===== config.mk =====
export PLATFORM = sky130hd
export DESIGN_NAME = epp_cycle_unit
export DESIGN_NICKNAME = d
export VERILOG_FILES = /design/src/rtl/epp_pkg.sv /design/src/rtl/epp_gate.sv /design/src/rtl/epp_timeout_flag.sv /design/src/rtl/epp_rd_lanes.sv /design/src/rtl/epp_cycle_unit.sv
export SDC_FILE = /design/constraint.sdc
export NUM_CORES = 1
export LEC_CHECK = 0
export BUFFER_PORTS_ARGS = -buffer_cell sky130_fd_sc_hd__buf_2
export CAP_MARGIN = 40
export CELL_PAD_IN_SITES_DETAIL_PLACEMENT = 0
export CELL_PAD_IN_SITES_GLOBAL_PLACEMENT = 1
export CORE_MARGIN = 4
export CORE_UTILIZATION = 38
export CTS_BUF_LIST = sky130_fd_sc_hd__clkbuf_4
export DETAILED_ROUTE_END_ITERATION = 8
export PLACE_DENSITY = 0.81
export SYNTH_ARGS = -nofsm -noshare
export SYNTH_HDL_FRONTEND = slang
export SYNTH_SLANG_ARGS = --single-unit
export TNS_END_PERCENT = 30

===== constraint.sdc =====
create_clock -name clk -period 2.4 [get_ports clk]
set_input_delay 0.48 -clock clk [delete_from_list [all_inputs] [get_ports clk]]
set_output_delay 0.48 -clock clk [all_outputs]
set_load 0.05 [all_outputs]

===== src/rtl/epp_pkg.sv =====
package epp_pkg;
  typedef enum logic [1:0] {ST_IDLE, ST_RUN, ST_DONE} epp_state_e;

  localparam logic [2:0] OFS_STAT = 3'd1;
  localparam logic [2:0] OFS_ADDR = 3'd3;
  localparam logic [2:0] OFS_DATA = 3'd4;

  // direction bit plus the four printer signal lines
  localparam logic [7:0] GATE_MASK = 8'h2F;
  localparam logic [7:0] GATE_WR   = 8'h04;
  localparam logic [7:0] GATE_RD   = 8'h24;
endpackage


===== src/rtl/epp_gate.sv =====
module epp_gate
  import epp_pkg::*;
(
  input  logic [7:0] ctrl_bits,
  output logic       wr_ok,
  output logic       rd_ok
);
  logic [7:0] masked;
  assign masked = ctrl_bits & GATE_MASK;
  assign wr_ok  = (masked == GATE_WR);
  assign rd_ok  = (masked == GATE_RD);
endmodule


===== src/rtl/epp_timeout_flag.sv =====
module epp_timeout_flag (
  input  logic clk,
  input  logic rst_n,
  input  logic set_i,
  input  logic clr_i,
  output logic flag_o
);
  always_ff @(posedge clk) begin
    if (!rst_n)      flag_o <= 1'b0;
    else if (set_i)  flag_o <= 1'b1;
    else if (clr_i)  flag_o <= 1'b0;
  end

  // the flag drops only after a clearing status write
  p_clear_source_r8: assert property (@(posedge clk) disable iff (!rst_n)
    $fell(flag_o) |-> $past(clr_i));
endmodule


===== src/rtl/epp_rd_lanes.sv =====
module epp_rd_lanes #(
  parameter int DATA_W = 32,
  parameter int IDX_W  = 2
) (
  input  logic              clk,
  input  logic              rst_n,
  input  logic              load_en,
  input  logic [DATA_W-1:0] load_val,
  input  logic              cap_en,
  input  logic [IDX_W-1:0]  cap_idx,
  input  logic [7:0]        cap_byte,
  output logic [DATA_W-1:0] rdata
);
  localparam int NBYTES = DATA_W / 8;

  for (genvar k = 0; k < NBYTES; k++) begin : g_lane
    logic [7:0] lane_q;
    always_ff @(posedge clk) begin
      if (!rst_n)                                    lane_q <= 8'h00;
      else if (load_en)                              lane_q <= load_val[k*8 +: 8];
      else if (cap_en && cap_idx == IDX_W'(k))       lane_q <= cap_byte;
    end
    assign rdata[k*8 +: 8] = lane_q;
  end
endmodule


===== src/rtl/epp_cycle_unit.sv =====
module epp_cycle_unit
  import epp_pkg::*;
#(
  parameter int DATA_W = 32
) (
  input  logic              clk,
  input  logic              rst_n,
  input  logic [7:0]        ctrl_bits,
  input  logic [7:0]        stat_bits,
  input  logic              host_valid,
  output logic              host_ready,
  input  logic              host_write,
  input  logic [2:0]        host_ofs,
  input  logic [1:0]        host_size,
  input  logic [DATA_W-1:0] host_wdata,
  output logic [DATA_W-1:0] host_rdata,
  output logic              pc_req,
  input  logic              pc_ack,
  input  logic              pc_err,
  output logic              pc_addr_cycle,
  output logic              pc_write,
  output logic [7:0]        pc_wdata,
  input  logic [7:0]        pc_rdata,
  output logic              timeout_flag
);
  localparam int NBYTES = DATA_W / 8;
  localparam int IDX_W  = (NBYTES > 1) ? $clog2(NBYTES) : 1;
  localparam int SZ_MAX = $clog2(NBYTES);

  epp_state_e        state;
  logic [IDX_W-1:0]  idx, last_idx;
  logic              op_write, op_addr;
  logic [DATA_W-1:0] wbuf;

  logic              wr_ok, rd_ok;
  logic              accept, run_now;
  logic [IDX_W:0]    nb;
  logic [DATA_W-1:0] ones_mask, load_val;
  logic              load_en, cap_en, to_set, to_clr;

  epp_gate u_gate (.ctrl_bits(ctrl_bits), .wr_ok(wr_ok), .rd_ok(rd_ok));

  epp_timeout_flag u_flag (
    .clk(clk), .rst_n(rst_n), .set_i(to_set), .clr_i(to_clr), .flag_o(timeout_flag)
  );

  epp_rd_lanes #(.DATA_W(DATA_W), .IDX_W(IDX_W)) u_lanes (
    .clk(clk), .rst_n(rst_n), .load_en(load_en), .load_val(load_val),
    .cap_en(cap_en), .cap_idx(idx), .cap_byte(pc_rdata), .rdata(host_rdata)
  );

  assign accept = (state == ST_IDLE) && host_valid;

  // byte count of the access: address cycles are always one byte
  always_comb begin
    if (host_ofs != OFS_DATA)            nb = (IDX_W+1)'(1);
    else if (int'(host_size) >= SZ_MAX)  nb = (IDX_W+1)'(NBYTES);
    else                                 nb = (IDX_W+1)'(1) << host_size;
  end

  always_comb begin
    for (int k = 0; k < NBYTES; k++)
      ones_mask[k*8 +: 8] = ((IDX_W+1)'(k) < nb) ? 8'hFF : 8'h00;
  end

  always_comb begin
    run_now = 1'b0;
    if (host_ofs == OFS_ADDR || host_ofs == OFS_DATA)
      run_now = host_write ? wr_ok : rd_ok;
  end

  always_comb begin
    load_val = ones_mask;
    if (host_ofs == OFS_STAT && !host_write)
      load_val = {{(DATA_W-8){1'b0}}, (stat_bits & 8'hFE) | {7'd0, timeout_flag}};
  end

  assign load_en = accept;
  assign cap_en  = (state == ST_RUN) && pc_ack && !op_write;
  assign to_set  = (state == ST_RUN) && pc_ack && pc_err;
  assign to_clr  = accept && host_write && host_ofs == OFS_STAT && host_wdata[0];

  always_ff @(posedge clk) begin
    if (!rst_n) begin
      state    <= ST_IDLE;
      idx      <= '0;
      last_idx <= '0;
      op_write <= 1'b0;
      op_addr  <= 1'b0;
      wbuf     <= '0;
    end else begin
      unique case (state)
        ST_IDLE: if (host_valid) begin
          idx      <= '0;
          last_idx <= IDX_W'(nb - 1'b1);
          op_write <= host_write;
          op_addr  <= (host_ofs == OFS_ADDR);
          wbuf     <= host_wdata;
          state    <= run_now ? ST_RUN : ST_DONE;
        end
        ST_RUN: if (pc_ack) begin
          if (pc_err || idx == last_idx) state <= ST_DONE;
          else                           idx   <= idx + 1'b1;
        end
        ST_DONE: state <= ST_IDLE;
        default: state <= ST_IDLE;
      endcase
    end
  end

  assign host_ready    = (state == ST_DONE);
  assign pc_req        = (state == ST_RUN);
  assign pc_write      = op_write;
  assign pc_addr_cycle = op_addr;
  assign pc_wdata      = wbuf[idx*8 +: 8];

  // a request and its byte hold until acknowledged
  p_req_hold_r9: assert property (@(posedge clk) disable iff (!rst_n)
    pc_req && !pc_ack |=> pc_req && $stable(pc_wdata) && $stable(pc_addr_cycle) && $stable(pc_write));
  // completion is a single-cycle pulse
  p_ready_pulse_r9: assert property (@(posedge clk) disable iff (!rst_n)
    host_ready |=> !host_ready);
  p_ready_no_req_r9: assert property (@(posedge clk) disable iff (!rst_n)
    host_ready |-> !pc_req);
  // a sequence starts only after the gate allowed its direction
  p_gate_start_r3: assert property (@(posedge clk) disable iff (!rst_n)
    $rose(pc_req) |-> $past(host_write ? wr_ok : rd_ok));
  // the flag rises only after an errored acknowledge
  p_timeout_src_r6: assert property (@(posedge clk) disable iff (!rst_n)
    $rose(timeout_flag) |-> $past(pc_ack && pc_err && pc_req));
endmodule


==> summary.md, run 1 <==
| Metric | Value |
|---|---|
| Status | complete, no violations |
| Residual DRC | 0 |
| CP arrival | 1770 ps |
| Total grt overflow | 0 |
| Worst Tran Pin Value | 611 ps |
| Avg Cell Area, Syn | 9.46 µm² |
| DRT Wirelength | 8230 µm |
| Setup violations, final | 0 |
| Hold EP | wbuf[29] |
| Synthesis-to-finish area growth | 24.3% |
| Startpoint types | flip-flop |
| Crit Path Category | reg -> out |
| Share of cells above drive strength 1 | 0.378 |
| Full die area | 0.0100 mm² |
| Latest clock arrival within the worst-skew pair | 420 ps |
| Hold Crit Start | host_wdata[29] |
| Vias in the first global route | 2718 |
| Leakage power | 1.76 nW |
| Fin crit share | 0.936 |
| Ports | 112 |
| Clock Skews | 16.5 ps |
| Setup WS pre-CTS | 293 ps |
| DR pass1 iterations | 4 |
| R2r setup slk | 510 ps |
| # nets final | 510 |
| Non-filler cells, final | 549 |
| Critical R2R Launch | idx[1] |
| Placed cell count | 533 |
| H-tree Lvls | 3 |
| Synth Flop Type | dfxtp_1 |
| Max-slew violation count | 0 |
| Wire length of the first global-routing pass | 13400 µm |
| Reg2reg end | u_lanes.g_lane[1].lane_q[3] |
| Post_cts resized | 0 |
| Clock Sinks | 73 |
| Core Footprint | 0.00822 mm² |
| DIE WIDTH | 100 µm |
| Fraction of registers with async set/reset | 0 |
| Fillers | 823 |
| Max cap viols | 0 |
| CP max FO | 13 |
| Tmin final | 2250 ps |
| Max Clk Rate | 445 MHz |
| Setup TNS | 0 ps |
| Antenna-violating nets left | 0 |
| CTS Buffer Depth | 2 |
| Die Y | 100 µm |
| DPL Wire Length | 6070 µm |
| Max VDD drop | 0.261 mV |
| Final Hold Fails | 0 |
| Clock transition at the registers of the reported paths | 130 ps |
| R2R cell count | 7 |
| Commonest non-fill, non-tap cells in the layout | buf_2 (107), nand2_1 (81), dfxtp_1 (73) |
| Port bufs | 107 |
| Hold WC Path Type | in -> reg |
| Antenna Diode Count | 0 |
| Hold path depth | 3 |
| Synth cell types | 38 |
| Cells after Synth | 340 |
| GR Util All Layers | 0.168 |
| Cell chosen for the clock root | clkbuf_4 |
| Pwr Total | 2.94 mW |
| Post-Syn Area | 0.00322 mm² |
| Post-CTS Setup Bufs | 0 |
| Starting DRT DRC Count | 134 |
| Multi-input gate area | 0.00163 mm² |
| Synthesized flop and latch total | 73 |
| Initial cell density of the core | 0.392 |
| Gp weighted congestion | 0.771 |
| Vias | 2768 |
| Pin count of the biggest net entering global routing | 61 |
| Register area | 0.00146 mm² |
| PwrDens | 734 mW/mm² |
| CTS tree | built |
| Slew HR | 0.592 |
| RSZ-0062 raised after global routing | false |
| EDFF count, synth | 0 |
| Worst Setup End Kind | output pin |
| Most common cell after layout, fill and taps aside | buf_2 |
| Data required, critical path | 1920 ps |
| TritonCTS buffer count | 9 |
| YS warnings | 0 |
| Syn Nets | 411 |
| Hold_buf cts | 0 |
| Antenna violations before repair | 0 |
| Final setup margin | 153 ps |
| Num rows | 33 |
| DR vias/cell | 5.04 |
| WL per Instance | 15.0 µm |
| Register area share after synthesis | 0.454 |
-- state kept, by name, indices dropped and copies added, names as in the netlist --
register,count
wbuf,32
u_lanes.g_lane.lane_q,32
pc_write,1
state,2
last_idx,2
pc_addr_cycle,1
idx,2
u_flag.flag_o,1
-- area by class of cell --
cell class | instances | share of cell area
Clock buffer | 9 | 0.0169
Clock inverter | 7 | 0.0175
Inverter | 3 | 0.00282
Multi-Input combinational cell | 236 | 0.408
Sequential cell | 73 | 0.365
Tap cell | 105 | 0.0328
Timing Repair Buffer | 116 | 0.157
-- logic make-up (layout without fill, tap and decap cells) --
| group | Yosys count | after routing | synth area share |
|---|---|---|---|
| simple gates | 115 | 115 | 0.166 |
| compound gates | 95 | 95 | 0.224 |
| flops | 73 | 73 | 0.454 |
| buf+inv | 31 | 135 | 0.0404 |
| mux | 19 | 19 | 0.0906 |
| fa+ha+maj | 4 | 4 | 0.0156 |
| xor+xnor | 3 | 3 | 0.00817 |
-- stage by stage --
step | utilization | hold WS [ps] | area (µm²)
after floorplan | - | 440 | 3220
after global placement | 0.470 | 448 | 3860
after detailed placement | 0.470 | 456 | 3860
after CTS | 0.487 | 264 | 4000
after global routing | 0.487 | 277 | 4000
final | 0.487 | 285 | 4000
-- layer usage --
layer | wire (µm) | track usage | up-vias
met5 | 0 | 0 | -
met4 | 113 | 0.0725 | 0
met3 | 452 | 0.0327 | 8
met2 | 3800 | 0.260 | 64
met1 | 3870 | 0.229 | 1297
li1 | - | - | 1399
-- report_power, final --
group / switching, mW / total [mW] / internal [mW]
Clock: 0.459 / 0.774 / 0.315
Combinational: 0.538 / 0.786 / 0.248
Sequential: 0.0546 / 1.38 / 1.32
-- worst max-delay path, cell delays in order, from the launching register on --
cell and delay (ps):
dfxtp_1 730, mux4_2 400, buf_2 230
-- synthesized netlist by cell type (2+ instances only) --
cell / instances / area share
nand2_1: 81 / 0.095
dfxtp_1: 73 / 0.45
a21boi_0: 36 / 0.084
clkbuf_1: 19 / 0.022
a21oi_1: 18 / 0.028
o221a_2: 16 / 0.056
and2_1: 10 / 0.019
mux2i_1: 10 / 0.031
mux4_2: 8 / 0.056
o21ai_0: 8 / 0.012
o21ai_2: 8 / 0.022
buf_2: 5 / 0.0078
nor2b_1: 5 / 0.0097
ha_1: 4 / 0.016
nand3_1: 4 / 0.0062
and3b_1: 3 / 0.0082
buf_1: 3 / 0.0035
inv_1: 3 / 0.0035
nor3b_1: 3 / 0.0070
xor2_1: 3 / 0.0082
a21o_1: 2 / 0.0047
o211ai_1: 2 / 0.0047
-- worst max-delay path by stage --
stage / start / end / slack [ps]
detailed placement: host_valid / u_lanes.g_lane[2].lane_q[0] / 290
global route: idx[1] / pc_wdata[1] / 60
floorplan: state[0] / idx[0] / 200
CTS: idx[1] / pc_wdata[7] / 110
finish: idx[1] / pc_wdata[2] / 150
global placement: host_valid / u_lanes.g_lane[3].lane_q[0] / 290
Note: power is estimated with default switching activity, not from simulation.
==> run 2: changes to the inputs <==
--- a/config.mk
+++ b/config.mk
@@ -10,10 +10,9 @@
 export CELL_PAD_IN_SITES_DETAIL_PLACEMENT = 0
 export CELL_PAD_IN_SITES_GLOBAL_PLACEMENT = 1
 export CORE_MARGIN = 4
-export CORE_UTILIZATION = 38
-export CTS_BUF_LIST = sky130_fd_sc_hd__clkbuf_4
+export CORE_UTILIZATION = 37
 export DETAILED_ROUTE_END_ITERATION = 8
-export PLACE_DENSITY = 0.81
+export PLACE_DENSITY = 0.79
 export SYNTH_ARGS = -nofsm -noshare
 export SYNTH_HDL_FRONTEND = slang
 export SYNTH_SLANG_ARGS = --single-unit
==> run 2 against run 1 <==
Effect of this change:
- global-route usage is 0.14 points lower
- non-clock buffer count is 3 lower
- core utilization is 0.32 points lower
- hold slack improved by 96 ps
- flip-flop and latch count unchanged
- clock power is 23% higher
- sequential power is essentially flat
- combinational power is 1% lower
- via count down 2.7%
- wire length rose by 1.8%
- die area up 2.5%
==> summary.md, run 2 (synthesis gave the netlist of run 1 again) <==
| Metric | Value |
|---|---|
| Status | complete, no violations |
| Hold EP | wbuf[13] |
| Tmin final | 2230 ps (-19.8 ps) |
| CP max FO | 8 (-5) |
| Max cap viols | 0 (unchanged) |
| Hold WC Path Type | in -> reg |
| Hold_buf cts | 0 (unchanged) |
| Gp weighted congestion | 0.802 (+4.0%) |
| Final Hold Fails | 0 (unchanged) |
| Max-slew violation count | 0 (unchanged) |
| Slew HR | 0.548 (-0.0438) |
| Seq pwr share | 0.445 (-0.024) |
| Final Instance Area | 0.00403 mm² (+0.84%) |
| Post-CTS Setup Bufs | 0 (unchanged) |
| Cell chosen for the clock root | clkbuf_8 |
| Critical R2R Launch | idx[0] |
| Leakage power | 1.77 nW (+0.87%) |
| Reg2reg end | u_lanes.g_lane[1].lane_q[1] |
| Non-filler cells, final | 545 (-0.73%) |
| Clock transition at the registers of the reported paths | 80 ps (-50 ps) |
| Most common cell after layout, fill and taps aside | buf_2 |
| PwrDens | 771 mW/mm² (+5.0%) |
| Hold path depth | 3 (unchanged) |
| Wire length of the first global-routing pass | 13500 µm (+0.87%) |
| Fin crit share | 0.928 (-0.00823) |
| Initial cell density of the core | 0.386 (-0.00581) |
| Commonest non-fill, non-tap cells in the layout | buf_2 (107), nand2_1 (81), dfxtp_1 (73) |
| Latest clock arrival within the worst-skew pair | 340 ps (-80 ps) |
| R2R cell count | 5 (-2) |
| Max VDD drop | 0.280 mV (+7.2%) |
| Antenna violations before repair | 0 (unchanged) |
| H-tree Lvls | 3 (unchanged) |
| Setup WS pre-CTS | 280 ps (-13.3 ps) |
| DR vias/cell | 4.94 (-2.0%) |
| Slowest-stage cell, CP | mux4_2 |
| CP arrival | 1750 ps (-20 ps) |
| Crit Path Category | reg -> out |
| TritonCTS buffer count | 9 (unchanged) |
| Setup violations, final | 0 (unchanged) |
| Post_cts resized | 0 (unchanged) |
| Max Clk Rate | 449 MHz (+0.89%) |
| DIE WIDTH | 101 µm (+1.2%) |
| WL per Instance | 15.4 µm (+2.5%) |
| Core Footprint | 0.00834 mm² (+1.5%) |
| Sw Share | 0.336 (-0.0219) |
| Sw power | 1.05 mW (-0.58%) |
| Clk pwr share | 0.306 (+0.043) |
| # nets final | 507 (-0.59%) |
| Clock Sinks | 73 (unchanged) |
| Worst Setup End Kind | output pin |
| RSZ-0062 raised after global routing | false |
| Hold Crit Start | host_wdata[13] |
| Ports | 112 (unchanged) |
| Synthesis-to-finish area growth | 25.4% |
| Critical path, cell by cell | buf_12 -> mux4_2 -> buf_2 |
| Die Y | 101 µm (+1.2%) |
| Placed cell count | 530 (-0.56%) |
| Startpoint types | flip-flop |
| Pwr Total | 3.11 mW (+5.9%) |
| CTS Buffer Depth | 2 (unchanged) |
| Clock Skews | 9.74 ps (-6.80 ps) |
| DRT Wirelength | 8380 µm (+1.8%) |
| Data required, critical path | 1920 ps (about the same) |
| Antenna-violating nets left | 0 (unchanged) |
| Int Pwr | 2.06 mW (+9.5%) |
| Largest regs | u_lanes.g_lane.lane_q: 32 flops, wbuf: 32 flops |
| Area post-placement | 0.00384 mm² (-0.58%) |
| Final setup margin | 173 ps (+19.8 ps) |
| Logic pwr share | 0.250 (-0.018) |
| Full die area | 0.0102 mm² (+2.5%) |
| Antenna Diode Count | 0 (unchanged) |
| Starting DRT DRC Count | 85 (-37%) |
| Share of cells above drive strength 1 | 0.375 (-0.00338) |
| Pin count of the biggest net entering global routing | 76 (+25%) |
| Vias in the first global route | 2675 (-1.6%) |
| Setup TNS | 0 ps (unchanged) |
| Worst Tran Pin Value | 678 ps (+66.6 ps) |
| Max incr delay on CP | 510 ps (-220 ps) |
| DR pass1 iterations | 4 (unchanged) |
| DPL Wire Length | 6050 µm (-0.35%) |
| R2r setup slk | 360 ps (-150 ps) |
| Vias | 2694 (-2.7%) |
| Num rows | 33 (unchanged) |
| Residual DRC | 0 (unchanged) |
| GR Util All Layers | 0.166 (-0.00138) |
| Port bufs | 107 (unchanged) |
| CTS tree | built |
| Total grt overflow | 0 (unchanged) |
-- run 2: final cells by class --
type | instances | area [µm²]
inverter | 3 | 11.3
fill | 844 | 4310
timing repair buffer | 113 | 606
clock buffer | 10 | 138
tap | 105 | 131
multi-input combinational | 236 | 1630
clock inverter | 5 | 56.3
sequential | 73 | 1460
-- run 2: worst max-delay path by stage --
stage | cells past startpoint | start | endpoint
2_1_floorplan | 5 | state[0] | idx[0]
3_3_place_gp | 5 | host_valid | u_lanes.g_lane[3].lane_q[0]
3_5_place_dp | 5 | host_valid | u_lanes.g_lane[3].lane_q[1]
4_1_cts | 3 | idx[0] | pc_wdata[1]
5_1_grt | 3 | idx[0] | pc_wdata[0]
6_report | 3 | idx[0] | pc_wdata[0]
-- run 2: critical path, delay by kind of cell, from the launching register on --
kind,cells,cell delay [ps]
buf+inv,2,410
mux,1,510
flops,1,480
-- run 2: power groups by stage --
stage	clock network (mW)	registers (mW)	logic [mW]
after detailed placement	0	1.41	0.783
final	0.950	1.38	0.777
after global routing	1.02	1.40	0.840
after CTS	0.977	1.38	0.785
after global placement	0	1.41	0.776
after floorplan	0	1.62	0.352
-- run 2: routing by layer --
| metal | wire length [µm] | global-route usage | up-vias |
|---|---|---|---|
| met5 | 0 | 0 | - |
| met4 | 96 | 0.0573 | 0 |
| met3 | 370 | 0.0365 | 9 |
| met2 | 3930 | 0.248 | 64 |
| met1 | 3980 | 0.237 | 1231 |
| li1 | - | - | 1390 |
-- run 2: stage by stage --
stage          utilization  hold WS [ps]
3_5_place_dp         0.460           456
5_1_grt              0.484           375
2_1_floorplan            -           440
4_1_cts              0.484           367
6_report             0.484           381
3_3_place_gp         0.460           448
==> run 3: changes to the inputs <==
--- a/config.mk
+++ b/config.mk
@@ -9,9 +9,11 @@
 export CAP_MARGIN = 40
 export CELL_PAD_IN_SITES_DETAIL_PLACEMENT = 0
 export CELL_PAD_IN_SITES_GLOBAL_PLACEMENT = 1
+export CORE_ASPECT_RATIO = 1.75
 export CORE_MARGIN = 4
 export CORE_UTILIZATION = 37
 export DETAILED_ROUTE_END_ITERATION = 8
+export GPL_TIMING_DRIVEN = 1
 export PLACE_DENSITY = 0.79
 export SYNTH_ARGS = -nofsm -noshare
 export SYNTH_HDL_FRONTEND = slang
==> constraint.sdc (replaced) <==
create_clock -name clk -period 2.4 [get_ports clk]
set_input_delay 0.36 -clock clk [delete_from_list [all_inputs] [get_ports clk]]
set_output_delay 0.36 -clock clk [all_outputs]
set_load 0.05 [all_outputs]
==> run 3 against run 2 <==
Effect of this change:
- sequential share of layout area down 0.91 points
- core utilization up 1.1 points
- worst setup slack worse by 25 ps
- design area up 2.6%
- wire length up 1.9%
- hold slack worse by 110 ps
- first-iteration DRC count up 26%
- via count up 4.6%
- critical path type unchanged
- largest cell class unchanged
==> summary.md, run 3 (synthesis gave the netlist of run 1 again) <==
| Metric | Value |
|---|---|
| M1 GR Usage | 0.186 (-0.0515) |
| Worst Setup End Kind | output pin |
| Slowest-stage cell, CP | dfxtp_1 |
| Full die area | 0.0103 mm² (+0.58%) |
| Num rows | 44 (+33%) |
| Hold Slack | 269 ps (-112 ps) |
| CP arrival | 1890 ps (+140 ps) |
| Total grt overflow | 0 (unchanged) |
| Antenna Diode Count | 0 (unchanged) |
| Setup TNS | 0 ps (unchanged) |
| Clock transition at the registers of the reported paths | 60 ps (-20 ps) |
| WL per Instance | 15.3 µm (-0.49%) |
| Die Y | 131 µm (+30%) |
| Post_cts resized | 0 (unchanged) |
| Share of cells above drive strength 1 | 0.379 (+0.00423) |
| Busiest grt layer | met2 |
| Startpoint types | flip-flop |
| Final Hold Fails | 0 (unchanged) |
| Hold WC Path Type | in -> reg |
| Max incr delay on CP | 530 ps (+20 ps) |
| Crit Path Category | reg -> out |
| Commonest non-fill, non-tap cells in the layout | buf_2 (107), nand2_1 (81), dfxtp_1 (73) |
| Hold_buf cts | 0 (unchanged) |
| Core Footprint | 0.00837 mm² (+0.33%) |
| Slew HR | 0.562 (+0.0145) |
| Synthesis-to-finish area growth | 28.6% |
| Tmin final | 2250 ps (+24.8 ps) |
| PwrDens | 826 mW/mm² (+7.2%) |
| Fillers | 830 (-1.7%) |
| Wire length of the first global-routing pass | 13600 µm (+1.1%) |
| Gp weighted congestion | 0.828 (+3.3%) |
| Most common cell after layout, fill and taps aside | buf_2 |
| Port bufs | 107 (unchanged) |
| CTS Buffer Depth | 2 (unchanged) |
| Clock Sinks | 73 (unchanged) |
| Antenna-violating nets left | 0 (unchanged) |
| DPL Wire Length | 6230 µm (+3.0%) |
| DR vias/cell | 5.05 (+2.2%) |
| Starting DRT DRC Count | 107 (+26%) |
| Crit-path leading delay family | flip-flops |
| Status | complete, no violations |
| Ports | 112 (unchanged) |
| R2r setup slk | 480 ps (+120 ps) |
| Initial cell density of the core | 0.384 (-0.00127) |
| Antenna violations before repair | 0 (unchanged) |
| DR pass1 iterations | 4 (unchanged) |
| DRT Wirelength | 8540 µm (+1.9%) |
| Largest regs | u_lanes.g_lane.lane_q: 32 flops, wbuf: 32 flops |
| # nets final | 509 (+0.39%) |
| Register area | 0.00146 mm² (unchanged) |
| Latest clock arrival within the worst-skew pair | 330 ps (about the same) |
| Max-slew violation count | 0 (unchanged) |
| Bufs and invs on worst path | 2 (unchanged) |
| Pwr Total | 3.42 mW (+9.9%) |
| TritonCTS buffer count | 9 (unchanged) |
| Vias | 2818 (+4.6%) |
| Critical path, cell by cell | buf_4 -> mux4_2 -> buf_2 |
| Max Clk Rate | 444 MHz (-1.1%) |
| H-tree Lvls | 3 (unchanged) |
| Vias in the first global route | 2734 (+2.2%) |
| Post-CTS Setup Bufs | 0 (unchanged) |
| CP max FO | 7 (-1) |
| Data required, critical path | 2040 ps (+120 ps) |
| Met3 GRT Util | 0.0527 (+0.0162) |
| Worst Tran Pin Value | 655 ps (-23.1 ps) |
| GR Util All Layers | 0.171 (+0.00427) |
| M2 GR Usage | 0.295 (+0.0468) |
| Clock Skews | 4.30 ps (-5.43 ps) |
| Pin count of the biggest net entering global routing | 76 (unchanged) |
| Residual DRC | 0 (unchanged) |
| RSZ-0062 raised after global routing | false |
| CTS tree | built |
| DIE WIDTH | 78.5 µm (-22%) |
| Multi-input gate area | 0.00163 mm² (unchanged) |
| Leakage power | 1.82 nW (+2.6%) |
| Setup violations, final | 0 (unchanged) |
| Max VDD drop | 0.460 mV (+64%) |
| Fin crit share | 0.938 (+0.0103) |
| Max cap viols | 0 (unchanged) |
| Cell chosen for the clock root | clkbuf_16 |
## run 3: cell types whose count changed in the layout (fill, tap and decap cells not counted), sizes merged
cell and change:
buf +2, bufinv -1, clkbuf +1, clkinvlp +1
## run 3: area by class of cell
class | count | area share
flip-flops and latches | 73 | 0.353
multi-input cells | 236 | 0.394
clock inverters | 5 | 0.00726
inverters | 3 | 0.00272
well taps | 115 | 0.0348
repair buffers | 115 | 0.147
clock buffers | 11 | 0.0611
## run 3: worst paths after layout
kind	cells after the start	to	startpoint
hold / removal	3	wbuf[19]	host_wdata[19]
hold reg to reg	2	wbuf[15]	wbuf[15]
setup reg to reg	4	u_lanes.g_lane[3].lane_q[3]	state[0]
setup / recovery	3	pc_wdata[5]	idx[0]
## run 3: report_power, final
part	total (mW)	internal (mW)	switching [mW]
Clock	1.25	0.749	0.500
Sequential	1.38	1.32	0.0588
Combinational	0.786	0.244	0.542
## run 3: per-stage QoR
step                 util  cell area [µm²]  setup slack, ps  instances
floorplan               -             3220              199        340
global placement    0.461             3850              426        542
detailed placement  0.461             3850              423        542
CTS                 0.494             4140             85.6        558
global route        0.494             4140             31.5        558
finish              0.494             4140              148        558
## run 3: tightest hold or removal path, cell delays in order
cell,delay [ps]
buf_2,90
nand2_1,40
a21boi_0,60
## run 3: layer usage
metal,up-vias,part of all wire
met1,1314,0.41
met4,0,0.025
met5,-,0
met3,14,0.070
li1,1390,-
met2,100,0.50
